$ cat src/rtl/cps_pkg.sv
package cps_pkg;

  typedef enum logic [1:0] {
    PH_IDLE  = 2'd0,
    PH_RAMP  = 2'd1,
    PH_LIVE  = 2'd2,
    PH_DRAIN = 2'd3
  } phase_e;

endpackage

$ cat src/rtl/cps_sync.sv
module cps_sync #(
  parameter int         W       = 1,
  parameter int         STAGES  = 2,
  parameter logic [W-1:0] RST_VAL = '0
) (
  input  logic         clk,
  input  logic         rst_n,
  input  logic [W-1:0] d,
  output logic [W-1:0] q
);

  logic [W-1:0] stg [STAGES];

  generate
    for (genvar g = 0; g < STAGES; g++) begin : g_stage
      if (g == 0) begin : g_first
        always_ff @(posedge clk or negedge rst_n) begin
          if (!rst_n) stg[0] <= RST_VAL;
          else        stg[0] <= d;
        end
      end else begin : g_next
        always_ff @(posedge clk or negedge rst_n) begin
          if (!rst_n) stg[g] <= RST_VAL;
          else        stg[g] <= stg[g-1];
        end
      end
    end
  endgenerate

  assign q = stg[STAGES-1];

endmodule

$ cat src/rtl/cps_guard.sv
module cps_guard #(
  parameter int SYNC_STAGES = 2
) (
  input  logic clk,
  input  logic rst_n,
  input  logic sess_req_n,
  input  logic card_present,
  input  logic supply_low,
  input  logic fault_ovc,
  input  logic fault_short,
  output logic req_fall,
  output logic req_stop,
  output logic present_s,
  output logic fault_any
);

  localparam int NIN = 5;

  logic [NIN-1:0] raw;
  logic [NIN-1:0] syn;
  logic           req_prev_q;
  logic           req_prev_d;

  assign raw = {sess_req_n, card_present, supply_low, fault_ovc, fault_short};

  cps_sync #(
    .W       (NIN),
    .STAGES  (SYNC_STAGES),
    .RST_VAL (5'b10000)
  ) u_sync (
    .clk   (clk),
    .rst_n (rst_n),
    .d     (raw),
    .q     (syn)
  );

  assign req_stop  = syn[4];
  assign present_s = syn[3];
  assign fault_any = syn[2] | syn[1] | syn[0] | ~syn[3];

  assign req_prev_d = syn[4];
  assign req_fall   = req_prev_q & ~syn[4];

  always_ff @(posedge clk or negedge rst_n) begin
    if (!rst_n) req_prev_q <= 1'b1;
    else        req_prev_q <= req_prev_d;
  end

  AST_FALL_IS_EDGE: assert property (@(posedge clk) disable iff (!rst_n)
    req_fall |=> !req_fall);

endmodule

$ cat src/rtl/cps_timeline.sv
module cps_timeline
  import cps_pkg::*;
#(
  parameter int UP_VCC = 1,
  parameter int UP_IO  = 4,
  parameter int UP_RST = 7,
  parameter int DN_END = 5,
  parameter int CNT_W  = 3
) (
  input  logic             clk,
  input  logic             rst_n,
  input  logic             tick,
  input  logic             req_fall,
  input  logic             req_stop,
  input  logic             fault_any,
  output phase_e           phase,
  output logic [CNT_W-1:0] cnt,
  output logic             had_vcc,
  output logic             had_io,
  output logic             had_live
);

  localparam logic [CNT_W-1:0] RAMP_LAST  = CNT_W'(UP_RST - 1);
  localparam logic [CNT_W-1:0] DRAIN_LAST = CNT_W'(DN_END - 1);
  localparam logic [CNT_W-1:0] VCC_AT     = CNT_W'(UP_VCC);
  localparam logic [CNT_W-1:0] IO_AT      = CNT_W'(UP_IO);

  phase_e           phase_d;
  logic [CNT_W-1:0] cnt_d;
  logic             hv_d, hi_d, hl_d;
  logic             trip;

  assign trip = req_stop | fault_any;

  always_comb begin
    phase_d = phase;
    cnt_d   = cnt;
    hv_d    = had_vcc;
    hi_d    = had_io;
    hl_d    = had_live;
    unique case (phase)
      PH_IDLE: begin
        if (req_fall && !fault_any) begin
          phase_d = PH_RAMP;
          cnt_d   = '0;
        end
      end
      PH_RAMP: begin
        if (trip) begin
          phase_d = PH_DRAIN;
          cnt_d   = '0;
          hv_d    = (cnt >= VCC_AT);
          hi_d    = (cnt >= IO_AT);
          hl_d    = 1'b0;
        end else if (tick) begin
          if (cnt == RAMP_LAST) begin
            phase_d = PH_LIVE;
            cnt_d   = '0;
          end else begin
            cnt_d = cnt + 1'b1;
          end
        end
      end
      PH_LIVE: begin
        if (trip) begin
          phase_d = PH_DRAIN;
          cnt_d   = '0;
          hv_d    = 1'b1;
          hi_d    = 1'b1;
          hl_d    = 1'b1;
        end
      end
      PH_DRAIN: begin
        if (tick) begin
          if (cnt == DRAIN_LAST) begin
            phase_d = PH_IDLE;
            cnt_d   = '0;
            hv_d    = 1'b0;
            hi_d    = 1'b0;
            hl_d    = 1'b0;
          end else begin
            cnt_d = cnt + 1'b1;
          end
        end
      end
      default: phase_d = PH_IDLE;
    endcase
  end

  always_ff @(posedge clk or negedge rst_n) begin
    if (!rst_n) begin
      phase    <= PH_IDLE;
      cnt      <= '0;
      had_vcc  <= 1'b0;
      had_io   <= 1'b0;
      had_live <= 1'b0;
    end else begin
      phase    <= phase_d;
      cnt      <= cnt_d;
      had_vcc  <= hv_d;
      had_io   <= hi_d;
      had_live <= hl_d;
    end
  end

  AST_DRAIN_NO_RESTART: assert property (@(posedge clk) disable iff (!rst_n)
    (phase == PH_DRAIN) |=> (phase != PH_RAMP));
  AST_TRIP_TO_DRAIN: assert property (@(posedge clk) disable iff (!rst_n)
    ((phase == PH_RAMP || phase == PH_LIVE) && trip) |=> (phase == PH_DRAIN));
  AST_CNT_IN_RANGE: assert property (@(posedge clk) disable iff (!rst_n)
    (phase == PH_RAMP) |-> (cnt <= RAMP_LAST));
  AST_DRAIN_CNT_RANGE: assert property (@(posedge clk) disable iff (!rst_n)
    (phase == PH_DRAIN) |-> (cnt <= DRAIN_LAST));

endmodule

$ cat src/rtl/cps_drive.sv
module cps_drive
  import cps_pkg::*;
#(
  parameter int UP_VCC = 1,
  parameter int UP_IO  = 4,
  parameter int DN_IO  = 1,
  parameter int DN_CLK = 2,
  parameter int DN_VCC = 3,
  parameter int CNT_W  = 3
) (
  input  logic             clk,
  input  logic             rst_n,
  input  phase_e           phase,
  input  logic [CNT_W-1:0] cnt,
  input  logic             had_vcc,
  input  logic             had_io,
  input  logic             had_live,
  input  logic             host_rst,
  input  logic             fault_any,
  input  logic             present_s,
  output logic             stepup_en,
  output logic             vcc_en,
  output logic             clamp_en,
  output logic             io_en,
  output logic             clk_en,
  output logic             rst_en,
  output logic             card_rst,
  output logic             alert_n
);

  localparam logic [CNT_W-1:0] VCC_AT  = CNT_W'(UP_VCC);
  localparam logic [CNT_W-1:0] IO_AT   = CNT_W'(UP_IO);
  localparam logic [CNT_W-1:0] IO_OFF  = CNT_W'(DN_IO);
  localparam logic [CNT_W-1:0] CLK_OFF = CNT_W'(DN_CLK);
  localparam logic [CNT_W-1:0] VCC_OFF = CNT_W'(DN_VCC);

  logic alert_q, alert_d;
  logic gone_q, gone_d;

  // contact decode from phase and step count
  always_comb begin
    stepup_en = 1'b0;
    vcc_en    = 1'b0;
    clamp_en  = 1'b1;
    io_en     = 1'b0;
    clk_en    = 1'b0;
    rst_en    = 1'b0;
    card_rst  = 1'b0;
    unique case (phase)
      PH_IDLE: ;
      PH_RAMP: begin
        stepup_en = 1'b1;
        clamp_en  = (cnt < VCC_AT);
        vcc_en    = (cnt >= VCC_AT);
        io_en     = (cnt >= IO_AT);
        clk_en    = (cnt >= IO_AT) & host_rst;
      end
      PH_LIVE: begin
        stepup_en = 1'b1;
        clamp_en  = 1'b0;
        vcc_en    = 1'b1;
        io_en     = 1'b1;
        clk_en    = 1'b1;
        rst_en    = 1'b1;
        card_rst  = ~host_rst;
      end
      PH_DRAIN: begin
        stepup_en = 1'b1;
        clamp_en  = 1'b0;
        io_en     = had_io   & (cnt < IO_OFF);
        clk_en    = had_live & (cnt < CLK_OFF);
        vcc_en    = had_vcc  & (cnt < VCC_OFF);
        rst_en    = had_live;
      end
      default: ;
    endcase
  end

  // warning latch: set by a trip in a session, cleared once idle
  always_comb begin
    alert_d = alert_q;
    gone_d  = gone_q;
    if (phase != PH_IDLE) begin
      if (fault_any) begin
        alert_d = 1'b1;
        gone_d  = gone_q | ~present_s;
      end
    end else if (alert_q) begin
      if (!gone_q) begin
        alert_d = 1'b0;
      end else if (present_s) begin
        alert_d = 1'b0;
        gone_d  = 1'b0;
      end
    end
  end

  always_ff @(posedge clk or negedge rst_n) begin
    if (!rst_n) begin
      alert_q <= 1'b0;
      gone_q  <= 1'b0;
    end else begin
      alert_q <= alert_d;
      gone_q  <= gone_d;
    end
  end

  assign alert_n = ~alert_q;

  AST_CLAMP_QUIET: assert property (@(posedge clk) disable iff (!rst_n)
    clamp_en |-> !(vcc_en || io_en || clk_en || rst_en || card_rst));
  AST_IO_NEEDS_VCC: assert property (@(posedge clk) disable iff (!rst_n)
    io_en |-> (vcc_en && stepup_en));
  AST_VCC_NEEDS_STEPUP: assert property (@(posedge clk) disable iff (!rst_n)
    vcc_en |-> (stepup_en && !clamp_en));
  AST_RST_HIGH_FULL: assert property (@(posedge clk) disable iff (!rst_n)
    card_rst |-> (clk_en && io_en && rst_en));
  AST_FAULT_ALERTS: assert property (@(posedge clk) disable iff (!rst_n)
    (phase != PH_IDLE && fault_any) |=> !alert_n);
  AST_REMOVAL_HOLDS: assert property (@(posedge clk) disable iff (!rst_n)
    (phase == PH_IDLE && gone_q && !present_s) |=> !alert_n);

endmodule

$ cat src/rtl/card_pwr_seq.sv
module card_pwr_seq
  import cps_pkg::*;
#(
  parameter int SYNC_STAGES = 2,
  parameter int UP_VCC      = 1,
  parameter int UP_IO       = 4,
  parameter int UP_RST      = 7,
  parameter int DN_IO       = 1,
  parameter int DN_CLK      = 2,
  parameter int DN_VCC      = 3,
  parameter int DN_END      = 5
) (
  input  logic clk,
  input  logic rst_n,
  input  logic tick,
  input  logic sess_req_n,
  input  logic card_present,
  input  logic supply_low,
  input  logic fault_ovc,
  input  logic fault_short,
  input  logic host_rst,
  output logic stepup_en,
  output logic vcc_en,
  output logic clamp_en,
  output logic io_en,
  output logic clk_en,
  output logic rst_en,
  output logic card_rst,
  output logic alert_n
);

  localparam int CNT_MAX = (UP_RST > DN_END) ? UP_RST : DN_END;
  localparam int CNT_W   = $clog2(CNT_MAX + 1);

  logic             req_fall, req_stop, present_s, fault_any;
  phase_e           phase;
  logic [CNT_W-1:0] cnt;
  logic             had_vcc, had_io, had_live;

  cps_guard #(
    .SYNC_STAGES (SYNC_STAGES)
  ) u_guard (
    .clk          (clk),
    .rst_n        (rst_n),
    .sess_req_n   (sess_req_n),
    .card_present (card_present),
    .supply_low   (supply_low),
    .fault_ovc    (fault_ovc),
    .fault_short  (fault_short),
    .req_fall     (req_fall),
    .req_stop     (req_stop),
    .present_s    (present_s),
    .fault_any    (fault_any)
  );

  cps_timeline #(
    .UP_VCC (UP_VCC),
    .UP_IO  (UP_IO),
    .UP_RST (UP_RST),
    .DN_END (DN_END),
    .CNT_W  (CNT_W)
  ) u_time (
    .clk       (clk),
    .rst_n     (rst_n),
    .tick      (tick),
    .req_fall  (req_fall),
    .req_stop  (req_stop),
    .fault_any (fault_any),
    .phase     (phase),
    .cnt       (cnt),
    .had_vcc   (had_vcc),
    .had_io    (had_io),
    .had_live  (had_live)
  );

  cps_drive #(
    .UP_VCC (UP_VCC),
    .UP_IO  (UP_IO),
    .DN_IO  (DN_IO),
    .DN_CLK (DN_CLK),
    .DN_VCC (DN_VCC),
    .CNT_W  (CNT_W)
  ) u_drive (
    .clk       (clk),
    .rst_n     (rst_n),
    .phase     (phase),
    .cnt       (cnt),
    .had_vcc   (had_vcc),
    .had_io    (had_io),
    .had_live  (had_live),
    .host_rst  (host_rst),
    .fault_any (fault_any),
    .present_s (present_s),
    .stepup_en (stepup_en),
    .vcc_en    (vcc_en),
    .clamp_en  (clamp_en),
    .io_en     (io_en),
    .clk_en    (clk_en),
    .rst_en    (rst_en),
    .card_rst  (card_rst),
    .alert_n   (alert_n)
  );

  AST_STEPUP_FIRST: assert property (@(posedge clk) disable iff (!rst_n)
    $rose(stepup_en) |-> (clamp_en && !vcc_en && !io_en));
  AST_RST_DROPS_ON_STOP: assert property (@(posedge clk) disable iff (!rst_n)
    ($past(rst_en) && (req_stop || fault_any)) |=> !card_rst);

endmodule

$ cat config.mk
export PLATFORM = sky130hd
export DESIGN_NAME = card_pwr_seq
export DESIGN_NICKNAME = d
export VERILOG_FILES = /design/src/rtl/cps_pkg.sv /design/src/rtl/cps_sync.sv /design/src/rtl/cps_guard.sv /design/src/rtl/cps_timeline.sv /design/src/rtl/cps_drive.sv /design/src/rtl/card_pwr_seq.sv
export SDC_FILE = /design/constraint.sdc
export NUM_CORES = 1
export LEC_CHECK = 0
export ABC_CLOCK_PERIOD_IN_PS = 5300
export BUFFER_PORTS_ARGS = -buffer_cell sky130_fd_sc_hd__buf_2
export CAP_MARGIN = 20
export CORE_ASPECT_RATIO = 0.5
export CORE_UTILIZATION = 35
export DETAILED_ROUTE_END_ITERATION = 6
export GPL_TIMING_DRIVEN = 0
export PLACE_DENSITY = 0.63
export REMOVE_ABC_BUFFERS = 1
export SLEW_MARGIN = 40
export SYNTH_ARGS = -nofsm -noshare
export SYNTH_HDL_FRONTEND = slang
export SYNTH_SLANG_ARGS = --single-unit
$ cat constraint.sdc
create_clock -name clk -period 5.3 [get_ports clk]
set_input_delay 0 -clock clk [delete_from_list [all_inputs] [get_ports clk]]
set_output_delay 0 -clock clk [all_outputs]
set_load 0.05 [all_outputs]
==> qor.csv, run 1 <==
metric,value,unit
Avg Synthesized Cell Area,10.83,um2
post-route ant nets,0,
area occupied by registers,529.3,um2
core area,3030,um2
Iteration-0 DRC Markers,40,
final setup violation count,0,
CP startpoint kind,register,
"Core Util, Final",44.38,%
Synth Area in Simple Gates,15.78,%
Slew HR,59.42,%
Cell Pwr Density,642.1,nW/um2
Die Span Y,42.11,um
fin nets,143,
Synth Area in Compound Gates,20.00,%
crit path cell chain,inv_1 -> ha_1 -> a21boi_1 -> a32oi_4 -> and4_4 -> a221o_1,
WL final,2140,um
Final Critical Period,2.155,ns
dpl ws,3.162,ns
Fillers,292,
final setup margin,3.145,ns
Vias,828,
largest net degree at the start of global routing,22,
CP Class,register to register,
Synth Warn #,0,
clock latency on the worst-skew pair,0.26,ns
Async SR Flop Fraction,100.0,%
row count,14,
Syn Inst Count,104,
crit path DAT,2.31,ns
most frequent cells in the layout,"dfrtp_1, buf_2, nand2_1, a21oi_1",
post-synthesis sequential area ratio,47.00,%
Post-DP HPWL,1540,um
CTS tree,built,
xor and xnor area share after synthesis,0,%
endpoints failing hold,0,
Final period util,40.66,%
worst hold path class,primary input to asynchronous set/reset pin,
WL/cell,12.89,um
critical path capture point type,register,
dominant combinational cell family by area after synthesis,compound AO/OA/AOI/OAI gates,
slowest CP cell,dfrtp_1,
Post-CTS Setup Bufs,0,
Layout area overhead,19.44,%
diode count,0,
worst vdd ir,0.2201,mV
"commonest non-fill, non-tap cell in the layout",dfrtp_1,
vias in the first global route,809,
all-layer global routing usage,14.53,%
First-pass DRT Iterations,4,
H-Tree Depth,1,
status,finished clean,
vias per inst,4.988,
CTS Buf Count,3,
CP max stage delay,0.47,ns
Setup Total Neg Slack,0,ns
top_reg_cell synth,dfrtp_1,
Die Wd,82.22,um
fmax,464.0,MHz
GRT overflow,0,
area of the multi-input gates,550.5,um2
CP max FO,11,
Layout Skew,0.004699,ns
Synth Area in Adders,7.778,%
root buffer cell,clkbuf_8,
"Distinct cells, synth",36,
IO buf count,16,
share of post-route cells with drive strength above 1,29.37,%
Synth Cell Area,1126,um2
RSZ-0062 raised after global routing,no,
Leak,0.0006023,uW
Ports,17,
Initial Util,37.16,%
die area,3462,um2
Clock transition at path regs,0.08,ns
global-route wire length before repair,3774,um
Num Clock Sinks,21,
clk buf depth,2,
CP required,5.45,ns
Final Max Tran Viols,0,
DRC Markers,0,
routability congestion estimate,0.7610,
Slew @ Worst Pin,0.6074,ns
mux share of post-synthesis cell area,5.333,%
Total Power,863.7,uW
synthesized flop and latch total,21,
MaxCap Viol Count,0,
antenna violations before repair,0,
Post-synth EDFFs,0,
[cells by family (layout without fill, tap and decap cells)]
kind of cell,Yosys count,in the layout
AOI/OAI and AO/OA,29,29
adders and majority gates,7,7
buffers and inverters,11,33
DFF,21,21
muxes,5,5
and+or+nand+nor,31,31
[what timing repair did]
item	4_1_cts	5_1_grt
hold buffers	6	0
hold endpoints to repair	23	0
resized for setup	0	0
endpoints found under the setup margin	0	0
[per-layer routing]
layer / vias to the layer above / GRT usage, % / routed length [um]
met5: - / 0 / 0
li1: 423 / - / -
met1: 386 / 19.61 / 1090
met3: 2 / 4.348 / 77
met2: 17 / 22.48 / 948
met4: 0 / 4.211 / 23
[per-stage QoR]
| step | hold slack [ns] | instance area (um2) | std cells |
|---|---|---|---|
| 2_1_floorplan | -0.2956 | 1106 | 100 |
| 3_3_place_gp | -0.02447 | 1236 | 156 |
| 3_5_place_dp | -0.01436 | 1236 | 156 |
| 4_1_cts | 0.2378 | 1345 | 166 |
| 5_1_grt | 0.2802 | 1345 | 166 |
| 6_report | 0.2256 | 1345 | 166 |
[power breakdown]
part / internal [uW] / total [uW] / leakage (uW) / switching, uW
Sequential: 198 / 238 / 0.000246 / 40.5
Clock: 53.1 / 107 / 0.0000217 / 53.6
Combinational: 190 / 519 / 0.000334 / 329
[synth_stat cells, types with 2 or more instances]
cell	number	area, um2
dfrtp_1	18	450.4
a21oi_1	8	40.04
nand2_1	8	30.03
ha_1	7	87.58
inv_1	7	26.28
nor2_1	5	18.77
mux2_2	4	45.04
nand3_1	4	20.02
o21ai_0	4	20.02
a31oi_1	3	18.77
buf_2	3	15.01
dfstp_2	3	78.83
nor2b_1	3	18.77
o2111ai_1	3	26.28
nor3_1	2	10.01
o2bb2ai_1	2	17.52
[critical path: cells and delay by family, from the launching register on]
family                     cells  cell delay [ns]
AOI/OAI and AO/OA              3             0.80
DFF                            1             0.47
adders and majority gates      1             0.39
and+or+nand+nor                1             0.25
buffers and inverters          1             0.13
[registers in the layout, indices dropped and copies added (netlist names), 2 cells and up]
signal / flops
u_time.phase: 2
u_guard.u_sync.q: 5
u_time.cnt: 3
u_guard.u_sync.stg: 5
[area by class of cell]
class | instances | area share (%)
multi-input combinational | 72 | 40.93
sequential | 21 | 39.35
timing repair buffer | 22 | 10.42
tap | 40 | 3.721
clock buffer | 3 | 3.070
inverter | 7 | 1.953
clock inverter | 1 | 0.5581
[final timing paths]
kind	start	endpoint	slack, ns	depth (start not counted)
setup / recovery	u_time.phase[1]$_DFFE_PN0P_	u_time.phase[0]$_DFFE_PN0P_	3.14	6
hold / removal	rst_n	u_time.cnt[1]$_DFFE_PN0P_	0.23	2
setup reg to reg	u_time.phase[1]$_DFFE_PN0P_	u_time.phase[0]$_DFFE_PN0P_	3.14	6
hold reg to reg	u_guard.u_sync.stg[7]$_DFF_PN0_	u_guard.u_sync.q[2]$_DFF_PN0_	0.35	0
max in group asynchronous	rst_n	u_guard.req_prev_q$_DFF_PN1_	4.73	2
min in group clk	tick	u_time.cnt[0]$_DFFE_PN0P_	0.29	4
(Power assumes the default switching activity.)
==> run 2: changes to the inputs <==
ABC_CLOCK_PERIOD_IN_PS = 2090   (was 5300)
clock period = 2.09 ns   (was 5.3 ns; I/O delays follow)
==> run 2 against run 1 <==
  * Clock skew rose by 0.0010 ns
  * Utilization rose by 0.41 points
  * Die area did not move
  * Worst setup slack got worse by 3.0 ns
  * Fmax rose by 10%
  * Clock-buffer cell count did not move
  * Non-clock buffer count did not move
==> qor.csv, run 2 (same netlist as run 1, synthesis figures left out) <==
metric,value,unit,change
internal power,1131,uW,was 440.8 uW
Final Critical Period,1.958,ns,was 2.155 ns
Clock transition at path regs,0.08,ns,about the same
Die Wd,82.22,um,unchanged
Num Clock Sinks,21,,unchanged
"Core Util, Final",44.80,%,was 44.38%
Initial Util,37.16,%,unchanged
Slew HR,69.49,%,was 59.42%
CP required,2.24,ns,was 5.45 ns
crit path DAT,2.11,ns,was 2.31 ns
CP startpoint kind,register,,unchanged
R2R cell count,6,,unchanged
flop2flop setup slack,0.13,ns,was 3.14 ns
Sw Pwr,1074,uW,was 422.9 uW
Post-Place Cells,156,,unchanged
status,finished clean,,unchanged
critical path capture point type,register,,unchanged
Die Span Y,42.11,um,unchanged
Post-DP HPWL,1540,um,unchanged
"commonest non-fill, non-tap cell in the layout",dfrtp_1,,unchanged
slowest CP cell,dfrtp_2,,was dfrtp_1
WL/cell,12.89,um,unchanged
diode count,0,,unchanged
WL final,2140,um,unchanged
IO buf count,16,,unchanged
vias in the first global route,809,,unchanged
Layout Skew,0.005710,ns,was 0.004699 ns
MaxCap Viol Count,0,,unchanged
vias per inst,5.012,,was 4.988
most frequent cells in the layout,"dfrtp_1, buf_2, nand2_1, a21oi_1, inv_1",,"was dfrtp_1, buf_2, nand2_1, a21oi_1"
CP Class,register to register,,unchanged
crit path cell chain,inv_1 -> ha_2 -> a21boi_2 -> a32oi_4 -> and4_4 -> mux2_4,,was inv_1 -> ha_1 -> a21boi_1 -> a32oi_4 -> and4_4 -> a221o_1
clock power share,12.4,%,about the same
die area,3462,um2,unchanged
reg2reg end,u_time.phase[1]$_DFFE_PN0P_,,was u_time.phase[0]$_DFFE_PN0P_
First-pass DRT Iterations,4,,unchanged
H-Tree Depth,1,,unchanged
core area,3030,um2,unchanged
CP max stage delay,0.44,ns,was 0.47 ns
antenna violations before repair,0,,unchanged
row count,14,,unchanged
Slew @ Worst Pin,0.4576,ns,was 0.6074 ns
Final Max Tran Viols,0,,unchanged
CTS tree,built,,unchanged
worst hold path class,primary input to asynchronous set/reset pin,,unchanged
Iteration-0 DRC Markers,41,,was 40
RSZ-0062 raised after global routing,no,,unchanged
all-layer global routing usage,14.53,%,unchanged
worst vdd ir,0.5588,mV,was 0.2201 mV
Ports,17,,unchanged
Leak,0.0005995,uW,was 0.0006023 uW
Sw Share,48.70,%,was 48.97%
DRC Markers,0,,unchanged
fin nets,143,,unchanged
CTS Buf Count,3,,unchanged
clock latency on the worst-skew pair,0.26,ns,about the same
Vias,832,,was 828
critical path launch point,u_time.phase[1]$_DFFE_PN0P_,,unchanged
post-route ant nets,0,,unchanged
endpoints failing hold,0,,unchanged
clk buf depth,2,,unchanged
Total Power,2205,uW,was 863.7 uW
root buffer cell,clkbuf_8,,unchanged
Final period util,93.69,%,was 40.66%
fmax,510.7,MHz,was 464.0 MHz
global-route wire length before repair,3774,um,unchanged
Seq pwr share,27.6,%,about the same
largest net degree at the start of global routing,22,,unchanged
Layout area overhead,20.56,%,was 19.44%
GRT overflow,0,,unchanged
worst reg2reg path startpoint,u_time.phase[1]$_DFFE_PN0P_,,unchanged
final setup violation count,0,,unchanged
share of post-route cells with drive strength above 1,33.33,%,was 29.37%
routability congestion estimate,0.7610,,unchanged
Comb power frac,60.1,%,about the same
Finished Layout Cells,166,,unchanged
Cell Pwr Density,1624,nW/um2,was 642.1 nW/um2
CP max FO,11,,unchanged
==> run 2: cell types whose count changed in the layout (fill, tap and decap cells not counted) <==
cell	previous run	this run
ha_1	7	5
dfrtp_1	18	17
nor2b_1	3	2
a21boi_1	1	0
nor2b_2	0	1
a21boi_2	0	1
ha_2	0	2
dfrtp_2	0	1
==> run 2: area by class of cell <==
cell class,count,area (um2)
fill,294,1673
multi-input combinational,72,561.8
sequential,21,530.5
timing repair buffer,22,140.1
tap,40,50.05
clock buffer,3,41.29
inverter,7,26.28
clock inverter,1,7.507
==> run 2: what timing repair did <==
| item | in CTS | in global routing |
|---|---|---|
| endpoints found under the setup margin | 3 | 8 |
| gates resized for setup | 1 | 4 |
| hold buffers | 6 | 0 |
| hold endpoints to repair | 23 | 0 |
| pin swaps | 0 | 0 |
| buffers inserted | 0 | 0 |
==> run 2: through the flow <==
stage                      TNS, ns  cell area (um2)  hold slack (ns)  setup slack (ns)
after CTS                        0             1348           0.2378           0.02887
final                            0             1358           0.2234            0.1320
after detailed placement  -0.09119             1236         -0.01436          -0.04810
after global placement    -0.02450             1236         -0.02447          -0.01938
after global routing             0             1358           0.2800          0.007403
after floorplan                  0             1106          -0.2956            0.1162
==> run 2: how the worst max path moves through the flow <==
stage	end	slack [ns]
finish	u_time.phase[1]$_DFFE_PN0P_	0.13
global route	u_time.had_live$_DFFE_PN0P_	0.007
CTS	u_time.phase[0]$_DFFE_PN0P_	0.03
detailed placement	u_time.phase[0]$_DFFE_PN0P_	-0.05
global placement	u_time.phase[0]$_DFFE_PN0P_	-0.02
floorplan	u_time.phase[1]$_DFFE_PN0P_	0.12
==> run 2: routing by layer <==
layer  part of all wire [%]  track usage, %
met3                    3.9           4.348
met2                     44           22.48
met5                      0               0
met1                     51           19.61
met4                    1.4           4.211
==> run 2: worst max-delay path, delay by kind of cell (launching register included) <==
family / cells / cell delay, ns
mux: 1 / 0.29
flops: 1 / 0.44
compound gates: 2 / 0.49
simple gates: 1 / 0.27
buf+inv: 1 / 0.10
fa+ha+maj: 1 / 0.25
==> run 2: power by group through the flow <==
stage | Sequential (uW) | Clock (uW) | Combinational (uW)
finish | 608 | 273 | 1320
CTS | 604 | 278 | 1320
floorplan | 584 | 0 | 1070
detailed placement | 612 | 0 | 1310
global placement | 610 | 0 | 1290
global route | 623 | 296 | 1440
==> run 3: changes to the inputs <==
ABC_CLOCK_PERIOD_IN_PS = 1950   (was 2090)
clock period = 1.95 ns   (was 2.09 ns; I/O delays follow)
==> run 3 against run 2 <==
  * Clock skew about the same
  * Highest routed layer unchanged
  * Worst hold slack better by 0.0010 ns
  * Global-route usage up 0.29 points
  * Critical endpoint is now u_time.cnt[1]$_DFFE_PN0P_
  * First-iteration DRC count up 32%
  * Sequential share of layout area down 1.1 points
  * Register-to-register slack worse by 0.04 ns
==> qor.csv, run 3 (same netlist as run 1, synthesis figures left out) <==
metric,value,unit,change
CP max FO,7,,was 11
worst vdd ir,0.6247,mV,was 0.5588 mV
CP required,2.10,ns,was 2.24 ns
global-route wire length before repair,3850,um,was 3774 um
status,finished clean,,unchanged
Ports,17,,unchanged
MaxCap Viol Count,0,,unchanged
CP startpoint kind,register,,unchanged
Num Clock Sinks,21,,unchanged
"commonest non-fill, non-tap cell in the layout",buf_2,,was dfrtp_1
clock latency on the worst-skew pair,0.26,ns,about the same
Fillers,288,,was 294
most frequent cells in the layout,"buf_2, dfrtp_1, nand2_1, a21oi_1, inv_1",,"was dfrtp_1, buf_2, nand2_1, a21oi_1, inv_1"
vias per inst,5.118,,was 5.012
Slew @ Worst Pin,0.4612,ns,was 0.4576 ns
share of post-route cells with drive strength above 1,39.53,%,was 33.33%
crit path cell chain,inv_1 -> ha_2 -> inv_1 -> a31o_2 -> nand3_1 -> mux2_2,,was inv_1 -> ha_2 -> a21boi_2 -> a32oi_4 -> and4_4 -> mux2_4
worst reg2reg path startpoint,u_time.phase[0]$_DFFE_PN0P_,,was u_time.phase[1]$_DFFE_PN0P_
CP max stage delay,0.48,ns,was 0.44 ns
reg2reg end,u_time.cnt[1]$_DFFE_PN0P_,,was u_time.phase[1]$_DFFE_PN0P_
Final Critical Period,1.861,ns,was 1.958 ns
crit path DAT,2.02,ns,was 2.11 ns
all-layer global routing usage,14.81,%,was 14.53%
H-Tree Depth,1,,unchanged
antenna violations before repair,0,,unchanged
die area,3462,um2,unchanged
Vias,865,,was 832
clk buf depth,2,,unchanged
final setup violation count,0,,unchanged
area occupied by registers,534.3,um2,was 530.5 um2
flop2flop setup slack,0.09,ns,was 0.13 ns
RSZ-0062 raised after global routing,no,,unchanged
Slew HR,69.25,%,was 69.49%
vias in the first global route,819,,was 809
routability congestion estimate,0.7610,,unchanged
Post-DP HPWL,1540,um,unchanged
R2R cell count,6,,unchanged
Die Wd,82.22,um,unchanged
GRT overflow,0,,unchanged
core area,3030,um2,unchanged
Iteration-0 DRC Markers,54,,was 41
First-pass DRT Iterations,7,,was 4
Cell Pwr Density,1762,nW/um2,was 1624 nW/um2
fmax,537.2,MHz,was 510.7 MHz
post-route ant nets,0,,unchanged
Layout area overhead,24.78,%,was 20.56%
DRC Markers,0,,unchanged
largest net degree at the start of global routing,22,,unchanged
WL final,2257,um,was 2140 um
WL/cell,13.36,um,was 12.89 um
Leak,0.0006101,uW,was 0.0005995 uW
Most common cell on crit path,inv_1,,
CP Class,register to register,,unchanged
Placed Area,1236,um2,unchanged
"final std cell area, no fill",1405,um2,was 1358 um2
fin nets,146,,was 143
Final period util,95.45,%,was 93.69%
worst hold path class,primary input to asynchronous set/reset pin,,unchanged
Setup Total Neg Slack,0,ns,unchanged
IO buf count,16,,unchanged
root buffer cell,clkbuf_8,,unchanged
critical path capture point type,register,,unchanged
Die Span Y,42.11,um,unchanged
slowest CP cell,dfrtp_2,,unchanged
endpoints failing hold,0,,unchanged
Initial Util,37.16,%,unchanged
row count,14,,unchanged
diode count,0,,unchanged
Clock transition at path regs,0.08,ns,about the same
Layout Skew,0.005716,ns,was 0.005710 ns
CTS tree,built,,unchanged
CTS Buf Count,3,,unchanged
Final Max Tran Viols,0,,unchanged
area of the multi-input gates,583.1,um2,was 561.8 um2
-- run 3: stage by stage --
step	hold slack (ns)	setup WS [ns]	instances	power (uW)	utilization, %
after floorplan	-0.2956	-0.02380	100	1770	-
after global placement	-0.02447	-0.1594	156	2039	40.79
after detailed placement	-0.01436	-0.1881	156	2055	40.79
after CTS	0.2378	0.01877	169	2422	45.46
after global routing	0.2816	0.002434	169	2646	46.37
final	0.2244	0.08866	169	2476	46.37
-- run 3: repair_timing --
action                     4_1_cts  5_1_grt
buffers inserted                 3        0
hold buffers                     6        0
gates resized for setup          4        8
hold endpoints to repair        23        0
setup endpoints to repair        9        9
-- run 3: final cells by class --
| class | count | area share (%) |
|---|---|---|
| timing repair buffer | 25 | 11.58 |
| sequential | 21 | 38.02 |
| inverter | 7 | 1.870 |
| multi-input combinational | 72 | 41.50 |
| tap | 40 | 3.562 |
| clock buffer | 3 | 2.939 |
| clock inverter | 1 | 0.5343 |
-- run 3: critical path: cells and delay by family (launching register included) --
family                   cells  cell delay, ns
AO/OA/AOI/OAI                1            0.27
adder cells (fa/ha/maj)      1            0.26
buffers and inverters        2            0.25
flip-flops                   1            0.48
multiplexers                 1            0.34
AND/OR/NAND/NOR              1            0.16
-- run 3: worst max-delay path by stage --
stage                                             end  slack (ns)                          start  depth (start not counted)
after detailed placement  u_time.phase[0]$_DFFE_PN0P_       -0.19    u_time.phase[1]$_DFFE_PN0P_                          6
final                       u_time.cnt[1]$_DFFE_PN0P_        0.09    u_time.phase[0]$_DFFE_PN0P_                          6
after global routing                           clk_en       0.002    u_time.phase[1]$_DFFE_PN0P_                          7
after CTS                   u_time.had_io$_DFFE_PN0P_        0.02  u_guard.u_sync.q[3]$_DFF_PN0_                          4
after global placement    u_time.phase[0]$_DFFE_PN0P_       -0.16    u_time.phase[1]$_DFFE_PN0P_                          6
after floorplan           u_time.phase[1]$_DFFE_PN0P_       -0.02    u_time.phase[1]$_DFFE_PN0P_                          6
-- run 3: power by group --
part           switching (uW)  internal, uW  total [uW]
logic                     942           592        1530
registers                 108           544         652
clock network             146           144         291
-- run 3: per-layer routing --
metal	share of wire [%]	vias to the layer above	track usage, %
li1	-	432	-
met1	49	411	20.33
met2	45	20	22.64
met3	4.8	2	4.348
met4	0.84	0	4.211
met5	0	-	0
